$ cat src/rtl/mii_port_pkg.sv
package mii_port_pkg;
  localparam int NIB_W = 4;
  localparam int GRP_W = NIB_W + 1;

  typedef struct packed {
    logic fast;
    logic fdx;
    logic raw;
  } port_mode_t;
endpackage

$ cat src/rtl/mii_mode_gate.sv
module mii_mode_gate
  import mii_port_pkg::*;
(
  input  logic       clk,
  input  logic       rst,
  input  port_mode_t req_i,
  input  logic       tx_live_i,
  input  logic       rx_live_i,
  input  logic       tx_busy_i,
  input  logic       rx_busy_i,
  output port_mode_t cur_o
);
  logic quiet;
  assign quiet = !(tx_live_i || rx_live_i || tx_busy_i || rx_busy_i);

  always_ff @(posedge clk) begin
    if (rst)        cur_o <= req_i;
    else if (quiet) cur_o <= req_i;
  end

  // a busy direction freezes the active mode
  p_mode_frozen_r10: assert property (@(posedge clk) disable iff (rst)
    (tx_busy_i || rx_busy_i || tx_live_i || rx_live_i) |=> $stable(cur_o));
endmodule

$ cat src/rtl/mii_tx_lane.sv
module mii_tx_lane #(
  parameter int NIB_W = 4,
  localparam int GRP_W = NIB_W + 1
) (
  input  logic             clk,
  input  logic             rst,
  input  logic             raw_i,
  input  logic [NIB_W-1:0] nib_i,
  input  logic             strobe_i,
  input  logic             fault_i,
  output logic [GRP_W-1:0] grp_o,
  output logic             vld_o,
  output logic             bad_o
);
  logic top_bit;
  assign top_bit = raw_i ? fault_i : 1'b0;

  always_ff @(posedge clk) begin
    if (rst) begin
      grp_o <= '0;
      vld_o <= 1'b0;
      bad_o <= 1'b0;
    end else begin
      vld_o <= strobe_i;
      grp_o <= strobe_i ? {top_bit, nib_i} : '0;
      bad_o <= strobe_i && fault_i && !raw_i;
    end
  end

  // raw mode never reports a transmit error
  p_raw_no_err_r2: assert property (@(posedge clk) disable iff (rst)
    raw_i |=> !bad_o);
  // idle input leaves an empty group
  p_idle_empty_r1: assert property (@(posedge clk) disable iff (rst)
    !strobe_i |=> (grp_o == '0) && !vld_o);
endmodule

$ cat src/rtl/mii_rx_lane.sv
module mii_rx_lane #(
  parameter int NIB_W = 4,
  localparam int GRP_W = NIB_W + 1
) (
  input  logic             clk,
  input  logic             rst,
  input  logic             raw_i,
  input  logic [GRP_W-1:0] grp_i,
  input  logic             vld_i,
  input  logic             bad_i,
  output logic [NIB_W-1:0] nib_o,
  output logic             strobe_o,
  output logic             fault_o
);
  always_ff @(posedge clk) begin
    if (rst) begin
      nib_o    <= '0;
      strobe_o <= 1'b0;
      fault_o  <= 1'b0;
    end else begin
      strobe_o <= vld_i;
      nib_o    <= vld_i ? grp_i[NIB_W-1:0] : '0;
      fault_o  <= raw_i ? (grp_i[NIB_W] && vld_i) : bad_i;
    end
  end

  // in raw mode an idle receiver reports no error bit
  p_raw_idle_quiet_r4: assert property (@(posedge clk) disable iff (rst)
    (raw_i && !vld_i) |=> !fault_o);
endmodule

$ cat src/rtl/mii_sense.sv
module mii_sense (
  input  logic clk,
  input  logic rst,
  input  logic fdx_i,
  input  logic tx_live_i,
  input  logic rx_live_i,
  output logic carrier_o,
  output logic collide_o
);
  always_ff @(posedge clk) begin
    if (rst) begin
      carrier_o <= 1'b0;
      collide_o <= 1'b0;
    end else begin
      carrier_o <= rx_live_i || (!fdx_i && tx_live_i);
      collide_o <= !fdx_i && tx_live_i && rx_live_i;
    end
  end

  // collision only outside full duplex
  p_no_col_fdx_r7: assert property (@(posedge clk) disable iff (rst)
    collide_o |-> !fdx_i);
endmodule

$ cat src/rtl/mii_phy_port.sv
module mii_phy_port
  import mii_port_pkg::*;
(
  input  logic             clk,
  input  logic             rst,
  input  logic             cfg_fast,
  input  logic             cfg_fdx,
  input  logic             cfg_raw,
  input  logic [NIB_W-1:0] mac_tx_nib,
  input  logic             mac_tx_strobe,
  input  logic             mac_tx_fault,
  output logic [GRP_W-1:0] line_tx_grp,
  output logic             line_tx_vld,
  output logic             line_tx_bad,
  input  logic [GRP_W-1:0] line_rx_grp,
  input  logic             line_rx_vld,
  input  logic             line_rx_bad,
  output logic [NIB_W-1:0] mac_rx_nib,
  output logic             mac_rx_strobe,
  output logic             mac_rx_fault,
  output logic             mac_carrier,
  output logic             mac_collide
);
  port_mode_t req, cur;
  logic raw_eff;

  assign req = '{fast: cfg_fast, fdx: cfg_fdx, raw: cfg_raw};
  // raw code groups exist only at 100 Mb/s
  assign raw_eff = cur.raw && cur.fast;

  mii_mode_gate u_gate (
    .clk(clk), .rst(rst), .req_i(req),
    .tx_live_i(mac_tx_strobe), .rx_live_i(line_rx_vld),
    .tx_busy_i(line_tx_vld), .rx_busy_i(mac_rx_strobe),
    .cur_o(cur)
  );

  mii_tx_lane #(.NIB_W(NIB_W)) u_tx (
    .clk(clk), .rst(rst), .raw_i(raw_eff),
    .nib_i(mac_tx_nib), .strobe_i(mac_tx_strobe), .fault_i(mac_tx_fault),
    .grp_o(line_tx_grp), .vld_o(line_tx_vld), .bad_o(line_tx_bad)
  );

  mii_rx_lane #(.NIB_W(NIB_W)) u_rx (
    .clk(clk), .rst(rst), .raw_i(raw_eff),
    .grp_i(line_rx_grp), .vld_i(line_rx_vld), .bad_i(line_rx_bad),
    .nib_o(mac_rx_nib), .strobe_o(mac_rx_strobe), .fault_o(mac_rx_fault)
  );

  mii_sense u_sense (
    .clk(clk), .rst(rst), .fdx_i(cur.fdx),
    .tx_live_i(mac_tx_strobe), .rx_live_i(line_rx_vld),
    .carrier_o(mac_carrier), .collide_o(mac_collide)
  );

  // collision needs both directions active
  p_col_both_r6: assert property (@(posedge clk) disable iff (rst)
    mac_collide |-> (line_tx_vld && mac_rx_strobe));
  // any activity raises carrier
  p_crs_rx_r8: assert property (@(posedge clk) disable iff (rst)
    mac_rx_strobe |-> mac_carrier);
  // carrier without receive activity only in half duplex
  p_crs_fdx_r9: assert property (@(posedge clk) disable iff (rst)
    (mac_carrier && !mac_rx_strobe) |-> (line_tx_vld && !cur.fdx));
  // outputs idle while in reset
  p_reset_idle_r11: assert property (@(posedge clk)
    $past(rst) |-> !(line_tx_vld || mac_rx_strobe || mac_carrier || mac_collide));
endmodule

$ cat config.mk
export PLATFORM = sky130hd
export DESIGN_NAME = mii_phy_port
export DESIGN_NICKNAME = d
export VERILOG_FILES = /design/src/rtl/mii_port_pkg.sv /design/src/rtl/mii_mode_gate.sv /design/src/rtl/mii_tx_lane.sv /design/src/rtl/mii_rx_lane.sv /design/src/rtl/mii_sense.sv /design/src/rtl/mii_phy_port.sv
export SDC_FILE = /design/constraint.sdc
export NUM_CORES = 1
export LEC_CHECK = 0
export BUFFER_PORTS_ARGS = -buffer_cell sky130_fd_sc_hd__buf_4
export CORE_MARGIN = 2
export CORE_UTILIZATION = 43
export CTS_CLUSTER_SIZE = 14
export DETAILED_ROUTE_END_ITERATION = 16
export GPL_TIMING_DRIVEN = 0
export PLACE_DENSITY_LB_ADDON = 0.08
export SLEW_MARGIN = 20
export SYNTH_ARGS = -nofsm -noshare
export SYNTH_HDL_FRONTEND = slang
export SYNTH_HIERARCHICAL = 1
export SYNTH_SLANG_ARGS = --single-unit
$ cat constraint.sdc
create_clock -name clk -period 1.71 [get_ports clk]
set_input_delay 0.2565 -clock clk [delete_from_list [all_inputs] [get_ports clk]]
set_output_delay 0.2565 -clock clk [all_outputs]
set_load 0.02 [all_outputs]
==> reports/results.tsv <==
stage	metric	value	unit
clock_network	CTS tree	yes	
setup_path	CP cell instances	o41ai_2	
setup_path	CP Launch Type	flop	
synth	top cell type's share of synthesized area	0.5172	
setup_path	CP top delay family	compound AO/OA/AOI/OAI gates	
global_route	maximum number of pins on one net before global-route repair	13	
min_path	hold crit path type	primary input to flop	
setup_path	critical path type	flop to flop	
clock_network	clk slew on worst S/H paths	0.09	ns
sta	Tcrit/Tclk final	0.6645	
setup_path	CP required	1.66	ns
global_route	first-pass GRT wire length	1.331	mm
setup_path	crit path DAT	1.08	ns
route	routed length per instance	10.66	µm
route	routed vias	406	
synth	Mapped Cells	40	
floorplanning	core box area	0.001285	mm²
setup_path	crit end category	flop	
global_route	vias in the first global route	326	
clock_network	cts bufs inserted	3	
clock_network	CTS root buffer	clkbuf_4	
synth	Avg Cell Area, Syn	14.51	µm²
placement	gpl congestion	0.5812	
sta	Max Freq	880.1	MHz
floorplanning	Die Footprint	0.001660	mm²
power	Peak VDD IR	0.4790	mV
clock_network	Sink Count	18	
power	leakage power	0.4235	nW
setup_path	CP Buf/Inv Count	0	
synth	Synth Net Count	58	
route	Routed Antenna Nets	0	
cells_and_area	commonest non-fill, non-tap cell in the layout	buf_4	
route	Pre-antenna DRT Iters	3	
synth	post-synthesis sequential area ratio	0.6724	
setup_path	max incr delay on CP	0.48	ns
synth	Netlist Area Pre-Place	580.6	µm²
synth	largest area contributor in the netlist	dfxtp_1	
cells_and_area	# diodes	0	
synth	Yosys cell types	16	
sta	final setup TNS	0	ns
sta	Slew headroom	0.7220	
global_route	Total GRT Usage	0.1368	
power	P per Cell Area	881.5	mW/mm²
flow_run	max cap viols	0	
cells_and_area	most frequent cells in the layout	buf_4, dfxtp_1, and2_1, and3b_2	
sta	Worst-Margin Slew	0.4125	ns
floorplanning	num rows	13	
placement	Buffers on Ports	32	
synth	Syn. warnings	6	
setup_path	crit path max fanout	3	
route	vias per inst	4.462	
sta	Slew Viols, Final	0	
cells_and_area	layout cells sized above 1	0.6184	
sta	# setup viols final	0	
cells_and_area	nets@finish	95	
clock_network	worst-skew pair later-pin latency	0.28	ns
clock_network	hold-fix buffer count after cts	0	
global_route	initial antenna violation count	0	
route	drt drc	0	
floorplanning	Die Ht	40.75	µm
floorplanning	I/O Pins	33	
floorplanning	initial core utilization	0.4518	
global_route	GR Overflow Total	0	
placement	Cell Area, Placed	839.6	µm²
setup_path	Worst path slowest cell	o41ai_2	
sta	Tmin final	1.136	ns
sta	Final Hold Violating Endpoints	0	
run_status	status	finished, final reports clean	
clock_network	Setup Buffers After CTS	0	
route	initial DRC count	1	
clock_network	clock buffer depth	2	
cells_and_area	Layout area overhead	49.14	%
sta	Setup Skew	0.005123	ns
cells_and_area	post-route design area	865.8	µm²
sta	RSZ-0062 raised after global routing	no	
floorplanning	die width	40.75	µm
clock_network	CTS H-tree depth	1	
route	routed wire length	970	µm
clock_network	CTS-repair resized insts	0	
synth	largest cells by area after synthesis	dfxtp_1, edfxtp_1, and3b_2, and2_1, o41ai_2	
synth	synthesis-stage register bit count	18	
==> where the power goes <==
group | leakage, nW | switching, mW | internal, mW
sequential | 0.153 | 0.00609 | 0.451
combinational | 0.255 | 0.0465 | 0.0596
clock | 0.0154 | 0.116 | 0.0846
total | 0.424 | 0.168 | 0.595
==> cell families after synthesis <==
| kind of cell | after synthesis | share of synthesized area |
|---|---|---|
| AO/OA/AOI/OAI | 3 | 0.05173 |
| buffers and inverters | 2 | 0.01294 |
| flip-flops | 18 | 0.6724 |
| AND/OR/NAND/NOR | 17 | 0.2629 |
==> path summary, 6_finish.rpt <==
check	startpoint	to	slack, ns	cells past startpoint
setup / recovery	u_rx/strobe_o$_SDFF_PP0_	u_gate/cur_o[0]$_DFFE_PP_	0.57	1
setup reg to reg	u_rx/strobe_o$_SDFF_PP0_	u_gate/cur_o[0]$_DFFE_PP_	0.57	1
hold / removal	cfg_fast	u_gate/cur_o[2]$_DFFE_PP_	0.14	1
hold reg to reg	u_gate/cur_o[1]$_DFFE_PP_	u_sense/collide_o$_SDFF_PP0_	0.53	2
==> layout make-up <==
type                    instances  area [µm²]
well taps                      15       18.77
inverters                       2       7.507
multi-input cells              20       182.7
flip-flops and latches         18       390.4
clock inverters                 1       3.754
repair buffers                 32       240.2
fillers                       109       419.2
clock buffers                   3       22.52
==> cells in the mapped netlist <==
library cell	count
a21oi_1	1
a21oi_2	1
and2_1	5
and2b_2	1
and3b_2	4
and4b_2	1
and4bb_2	1
dfxtp_1	15
edfxtp_1	3
inv_1	2
nand2b_1	1
nand2b_4	1
nand3_1	1
nor2b_4	1
nor3_2	1
o41ai_2	1
==> routing by layer <==
metal / part of all wire / global-route usage
met3: 0.089 / 0.06522
met2: 0.56 / 0.2421
met1: 0.35 / 0.1178
met4: 0 / 0.1000
met5: 0 / 0
==> registers in the layout (all words and copies together), names as in the netlist <==
name / cells
u_rx/strobe_o: 1
u_tx/grp_o: 5
u_gate/cur_o: 3
u_tx/vld_o: 1
u_sense/carrier_o: 1
u_sense/collide_o: 1
u_rx/fault_o: 1
u_tx/bad_o: 1
u_rx/nib_o: 4
==> metrics by stage <==
step,setup slack [ns],util,power [mW],hold slack (ns),std cells
global placement,0.5190,0.6534,0.5720,0.4357,87
finish,0.5737,0.6738,0.7632,0.1436,91
global route,0.5280,0.6738,0.8108,0.1109,91
floorplan,0.5451,-,0.5107,0.3189,40
detailed placement,0.4953,0.6534,0.5748,0.4364,87
CTS,0.5500,0.6738,0.7789,0.1292,91
No activity file was read; power rests on OpenSTA's default activity.
